<file path="src/rtl/i2cam_pkg.sv">
package i2cam_pkg;
  // Strobes from control to datapath
  typedef struct packed {
    logic loadData;
    logic loadSrw;
  } dpStrobe_t;

  // Software-written configuration
  typedef struct packed {
    logic waitHalt;
    logic gcEn;
    logic intEn;
  } ctrlCfg_t;

  localparam int CTRL_W = $bits(ctrlCfg_t);
endpackage

</file>
<file path="src/rtl/i2cam_datapath.sv">
module i2cam_datapath
  import i2cam_pkg::*;
#(
  parameter int ADDR_W = 7
) (
  input  logic              clk,
  input  logic              rstN,
  input  logic [ADDR_W:0]   rxByte,
  input  logic [ADDR_W-1:0] ownAddr,
  input  logic              gcEn,
  input  dpStrobe_t         strobe,
  output logic              ownHit,
  output logic              gcHit,
  output logic [ADDR_W:0]   dataReg,
  output logic              srwFlag
);
  localparam int BYTE_W = ADDR_W + 1;

  logic [ADDR_W-1:0] addrField;
  assign addrField = rxByte[BYTE_W-1:1];
  assign ownHit    = (addrField == ownAddr);
  assign gcHit     = gcEn && (addrField == '0);

  always_ff @(posedge clk) begin
    if (!rstN) begin
      dataReg <= '0;
      srwFlag <= 1'b0;
    end else begin
      if (strobe.loadData) dataReg <= rxByte;
      // general call forces receive
      if (strobe.loadSrw) srwFlag <= gcHit ? 1'b0 : rxByte[0];
    end
  end
endmodule

</file>
<file path="src/rtl/i2cam_control.sv">
module i2cam_control
  import i2cam_pkg::*;
(
  input  logic              clk,
  input  logic              rstN,
  input  logic              ctrlWr,
  input  logic [CTRL_W-1:0] ctrlWdata,
  input  logic              alClr,
  input  logic              startDet,
  input  logic              stopDet,
  input  logic              byteValid,
  input  logic              shiftBusy,
  input  logic              arbLost,
  input  logic              waitMode,
  input  logic              stopMode,
  input  logic              ownHit,
  input  logic              gcHit,
  output logic              gcEn,
  output dpStrobe_t         strobe,
  output logic              addrFlag,
  output logic              tcFlag,
  output logic              alFlag,
  output logic              irq
);
  ctrlCfg_t cfg;
  logic awaitAddr, selected;
  logic waitHaltNow, active, addrByte, accept, dataByte;

  assign waitHaltNow = waitMode && cfg.waitHalt;
  assign active      = !stopMode && !waitHaltNow;
  assign addrByte    = active && byteValid && awaitAddr;
  assign accept      = addrByte && (ownHit || gcHit);
  assign dataByte    = active && byteValid && !awaitAddr && selected;

  assign strobe.loadData = accept || dataByte;
  assign strobe.loadSrw  = accept;
  assign gcEn = cfg.gcEn;
  assign irq  = cfg.intEn && (addrFlag || tcFlag || alFlag);

  always_ff @(posedge clk) begin
    if (!rstN) begin
      cfg       <= '0;
      awaitAddr <= 1'b0;
      selected  <= 1'b0;
      addrFlag  <= 1'b0;
      tcFlag    <= 1'b0;
      alFlag    <= 1'b0;
    end else begin
      if (ctrlWr) cfg <= ctrlCfg_t'(ctrlWdata);

      // transfer session tracking
      if (waitHaltNow) begin
        awaitAddr <= 1'b0;
        selected  <= 1'b0;
      end else if (active) begin
        if (startDet) begin
          awaitAddr <= 1'b1;
          selected  <= 1'b0;
        end else if (stopDet) begin
          awaitAddr <= 1'b0;
          selected  <= 1'b0;
        end else if (addrByte) begin
          awaitAddr <= 1'b0;
          selected  <= accept;
        end
      end

      if (active && stopDet)  addrFlag <= 1'b0;
      else if (accept)        addrFlag <= 1'b1;
      else if (ctrlWr)        addrFlag <= 1'b0;

      if (accept || dataByte)       tcFlag <= 1'b1;
      else if (active && shiftBusy) tcFlag <= 1'b0;

      if (active && arbLost) alFlag <= 1'b1;
      else if (alClr)        alFlag <= 1'b0;
    end
  end
endmodule

</file>
<file path="src/rtl/i2c_slave_addr_match.sv">
module i2c_slave_addr_match
  import i2cam_pkg::*;
#(
  parameter int ADDR_W = 7
) (
  input  logic              clk,
  input  logic              rstN,
  input  logic [ADDR_W-1:0] ownAddr,
  input  logic              ctrlWr,
  input  logic [CTRL_W-1:0] ctrlWdata,
  input  logic              alClr,
  input  logic              startDet,
  input  logic              stopDet,
  input  logic              byteValid,
  input  logic [ADDR_W:0]   rxByte,
  input  logic              shiftBusy,
  input  logic              arbLost,
  input  logic              waitMode,
  input  logic              stopMode,
  output logic              addrFlag,
  output logic              srwFlag,
  output logic              tcFlag,
  output logic              alFlag,
  output logic [ADDR_W:0]   dataReg,
  output logic              irq
);
  dpStrobe_t strobe;
  logic ownHit, gcHit, gcEn;

  i2cam_control u_ctl (
    .clk(clk), .rstN(rstN), .ctrlWr(ctrlWr), .ctrlWdata(ctrlWdata),
    .alClr(alClr), .startDet(startDet), .stopDet(stopDet),
    .byteValid(byteValid), .shiftBusy(shiftBusy), .arbLost(arbLost),
    .waitMode(waitMode), .stopMode(stopMode), .ownHit(ownHit),
    .gcHit(gcHit), .gcEn(gcEn), .strobe(strobe), .addrFlag(addrFlag),
    .tcFlag(tcFlag), .alFlag(alFlag), .irq(irq)
  );

  i2cam_datapath #(.ADDR_W(ADDR_W)) u_dp (
    .clk(clk), .rstN(rstN), .rxByte(rxByte), .ownAddr(ownAddr),
    .gcEn(gcEn), .strobe(strobe), .ownHit(ownHit), .gcHit(gcHit),
    .dataReg(dataReg), .srwFlag(srwFlag)
  );
endmodule

</file>
<file path="config.mk">
export PLATFORM = sky130hd
export DESIGN_NAME = i2c_slave_addr_match
export DESIGN_NICKNAME = d
export VERILOG_FILES = /design/src/rtl/i2cam_pkg.sv /design/src/rtl/i2cam_datapath.sv /design/src/rtl/i2cam_control.sv /design/src/rtl/i2c_slave_addr_match.sv
export SDC_FILE = /design/constraint.sdc
export NUM_CORES = 1
export LEC_CHECK = 0
export CAP_MARGIN = 20
export CORE_AREA = 2 2 50 52
export DETAILED_ROUTE_END_ITERATION = 8
export DIE_AREA = 0 0 52 54
export GPL_TIMING_DRIVEN = 1
export PLACE_DENSITY = 0.74
export REMOVE_ABC_BUFFERS = 1
export SYNTH_ARGS = -nofsm -noshare
export SYNTH_HDL_FRONTEND = slang
export SYNTH_SLANG_ARGS = --single-unit
</file>
<file path="constraint.sdc">
create_clock -name clk -period 1.87 [get_ports clk]
set_clock_uncertainty 0.15 [all_clocks]
set_input_delay 0.187 -clock clk [delete_from_list [all_inputs] [get_ports clk]]
set_output_delay 0.187 -clock clk [all_outputs]
set_load 0.01 [all_outputs]
</file>
==> run_results.csv <==
group,metric,value,unit
outcome,outcome,"finished clean",
clocking,cts_hold_buf,0,
run,drv_cap,0,
critical_path,endpoint_kind,"flop",
die,io_pins,42,
synth,synth_area,807,sq um
critical_path,ff2ff_path_depth,5,
sta,worst_pin_slew,0.297,ns
clocking,post_cts_buffers,0,
clocking,cts-htree-levels,1,
die,die_y,54,um
routing,ant_nets,0,
critical_path,path_delay_family,"buffers and inverters",
global_routing,grt_max_degree,13,
routing,drt_iter0_markers,9,
critical_path,worstPathArrival,1.88,ns
clocking,clkSlewWorstSetupHoldPaths,0.09,ns
finish,final_nets,169,
sta,relSlewSlack,0.802,
sta,report.final.slew_viol_count,0,
finish,area_delta_synth_final,70.4,%
hold_path,hold_path_class,"in -> reg",
placement,gp_routability_congestion,0.812,
finish,fin_area,1380,sq um
clocking,clk_path_buf_depth,2,
sta,period_needed,1.81,ns
global_routing,grtUsageTotal,0.164,
critical_path,required,1.94,ns
routing,vias,814,
die,row_count,18,
finish,drive_gt1_frac,0.122,
placement,dpl_cell_area,1300,sq um
hold_path,hold_path_depth,3,
sta,fmax,553,MHz
sta,fin_setup_tns,0,ns
critical_path,cp_num_buf_inv,2,
hold_path,hold_start,"rxByte[1]",
critical_path,crit_slowest_cell,"clkdlybuf4s50_1",
synth,syn-mean-instance-area,9.07,sq um
clocking,cts_root_buf,"clkbuf_4",
clocking,cts.sinks,17,
clocking,cts_buffers,3,
synth,syn_inst,89,
power_and_ir_drop,p_per_area,527,nW/um^2
sta,setup_violations,0,
critical_path,critPathKind,"in -> reg",
critical_path,reg2reg_from,"u_ctl.cfg[2]$_SDFFE_PN0P_",
critical_path,path_cells,"clkdlybuf4s50_1, xor2_1, nor4_2, a41oi_2, a21oi_2, buf_6, mux2i_1",
power_and_ir_drop,ir_worst_vdd,0.000305,V
synth,ys_ff_latch,17,
power_and_ir_drop,power.leakage,0.561,nW
critical_path,slowest_delay,0.44,ns
sta,finalHoldViolations,0,
critical_path,cp_max_fo,7,
routing,wl_per_cell,13.0,um
clocking,tritoncts,"yes",
routing,viasPerCell,4.82,
global_routing,grt_first_pass_wirelength,3340,um
clocking,clk_latency,0.29,ns
routing,dr.pass1.iters,5,
die,die-area,2810,sq um
sta,fin_crit_sh,0.968,
placement,hpwl,1700,um
power_and_ir_drop,totalPowerFinal,0.000724,W
die,fp.dieW,52,um
critical_path,startpoint_type,"input pin",
routing,drt-total-wl,2200,um
synth,yosysWarningCount,0,
die,start_util,0.348,
finish,fillers,218,
synth,ys_seq_area_frac,0.422,
placement,port_buffers,41,
synth,ys_types,26,
die,core-area,2320,sq um
critical_path,critPathLaunch,"ownAddr[2]",
global_routing,overflow,0,
critical_path,path_depth,7,
finish,diodes,0,
routing,drcViolationCount,0,
global_routing,grt_pass1_vias,801,
global_routing,antenna_found_initial,0,
[placed cells by master (no fill, tap or decap), drive strengths merged, types with 3 or more instances in the layout]
cell type / Yosys / layout
nand2: 21 / 21
clkdlybuf4s50: 0 / 34
mux2i: 11 / 11
dlymetal6s2s: 0 / 7
xnor2: 3 / 3
a21oi: 4 / 4
xor2: 4 / 4
nor2b: 5 / 5
clkbuf: 3 / 4
dfxtp: 17 / 17
buf: 1 / 9
[sequential cells by signal (all words and copies together), names as in the netlist]
register	flops
u_dp.dataReg	8
u_ctl.cfg	2
u_ctl.addrFlag	1
u_ctl.alFlag	1
u_ctl.awaitAddr	1
u_ctl.gcEn	1
u_ctl.selected	1
u_ctl.tcFlag	1
u_dp.srwFlag	1
[through the flow]
step / util / hold WS [ns] / setup WS [ns] / cells
after detailed placement: 0.562 / 0.304 / -0.401 / 165
final: 0.593 / 0.0801 / 0.0602 / 169
after global placement: 0.562 / 0.295 / -0.300 / 165
after floorplan: - / 0.136 / -0.0415 / 85
after global routing: 0.593 / 0.101 / -0.00700 / 169
after CTS: 0.583 / 0.317 / 0.00390 / 169
[worst register-to-register path: stages (launching register included)]
cell and delay (ns):
dfxtp_1 0.33, a21oi_1 0.26, o211ai_1 0.18, a21oi_2 0.21
buf_6 0.18, mux2i_1 0.21
[cells by family after synthesis]
family | share of synthesized area
buffers and inverters | 0.0233
multiplexers | 0.136
flip-flops | 0.422
AND/OR/NAND/NOR | 0.203
XOR/XNOR | 0.0760
AO/OA/AOI/OAI | 0.140
[synthesized netlist by cell type (all sizes together)]
master,number,area (sq um)
or2,1,6.26
nand2,21,78.8
nor2b,5,31.3
o211ai,2,15.0
nor3,1,5.00
and2,1,6.26
o21a,1,7.51
a21oi,4,20.0
xor2,4,35.0
a41oi,1,8.76
o41ai,1,16.3
buf,1,7.51
nor2,2,7.51
mux2i,11,110
dfxtp,17,340
nor4,2,12.5
a22oi,1,7.51
clkbuf,3,11.3
o21ai,1,5.00
a21boi,1,7.51
o2111ai,1,8.76
xnor2,3,26.3
o31ai,1,7.51
nand2b,1,6.26
and4b,1,10.0
o31a,1,8.76
[worst paths after layout]
path | to | slack, ns
setup reg to reg | u_dp.dataReg[2]$_SDFFE_PN0P_ | 0.27
hold reg to reg | u_dp.dataReg[4]$_SDFFE_PN0P_ | 0.32
hold / removal | u_dp.dataReg[1]$_SDFFE_PN0P_ | 0.08
setup / recovery | u_dp.dataReg[2]$_SDFFE_PN0P_ | 0.06
[per-layer routing]
metal,wire length [um],GRT usage,vias to the layer above
li1,-,-,407
met1,916,0.173,370
met2,1080,0.308,32
met3,175,0.0361,5
met4,29,0.0789,0
met5,0,0,-
[area by class of cell]
class	instances	area, sq um	area share
repair buffers	50	499	0.363
multi-input cells	68	472	0.343
flip-flops and latches	17	340	0.247
well taps	30	37.5	0.0273
clock buffers	4	26.3	0.0191
[what timing repair did]
item | CTS | global route
endpoints found under the setup margin | 8 | 10
resized for setup | 4 | 8
pin swaps | 4 | 5
hold endpoints to repair | 0 | 0
[power breakdown]
part / switching, W / total, W / internal [W]
sequential: 0.00000609 / 0.000377 / 0.000371
combinational: 0.0000588 / 0.000151 / 0.0000919
clock: 0.000113 / 0.000196 / 0.0000830
total: 0.000178 / 0.000724 / 0.000546
Power figures use the tool's default switching activity.
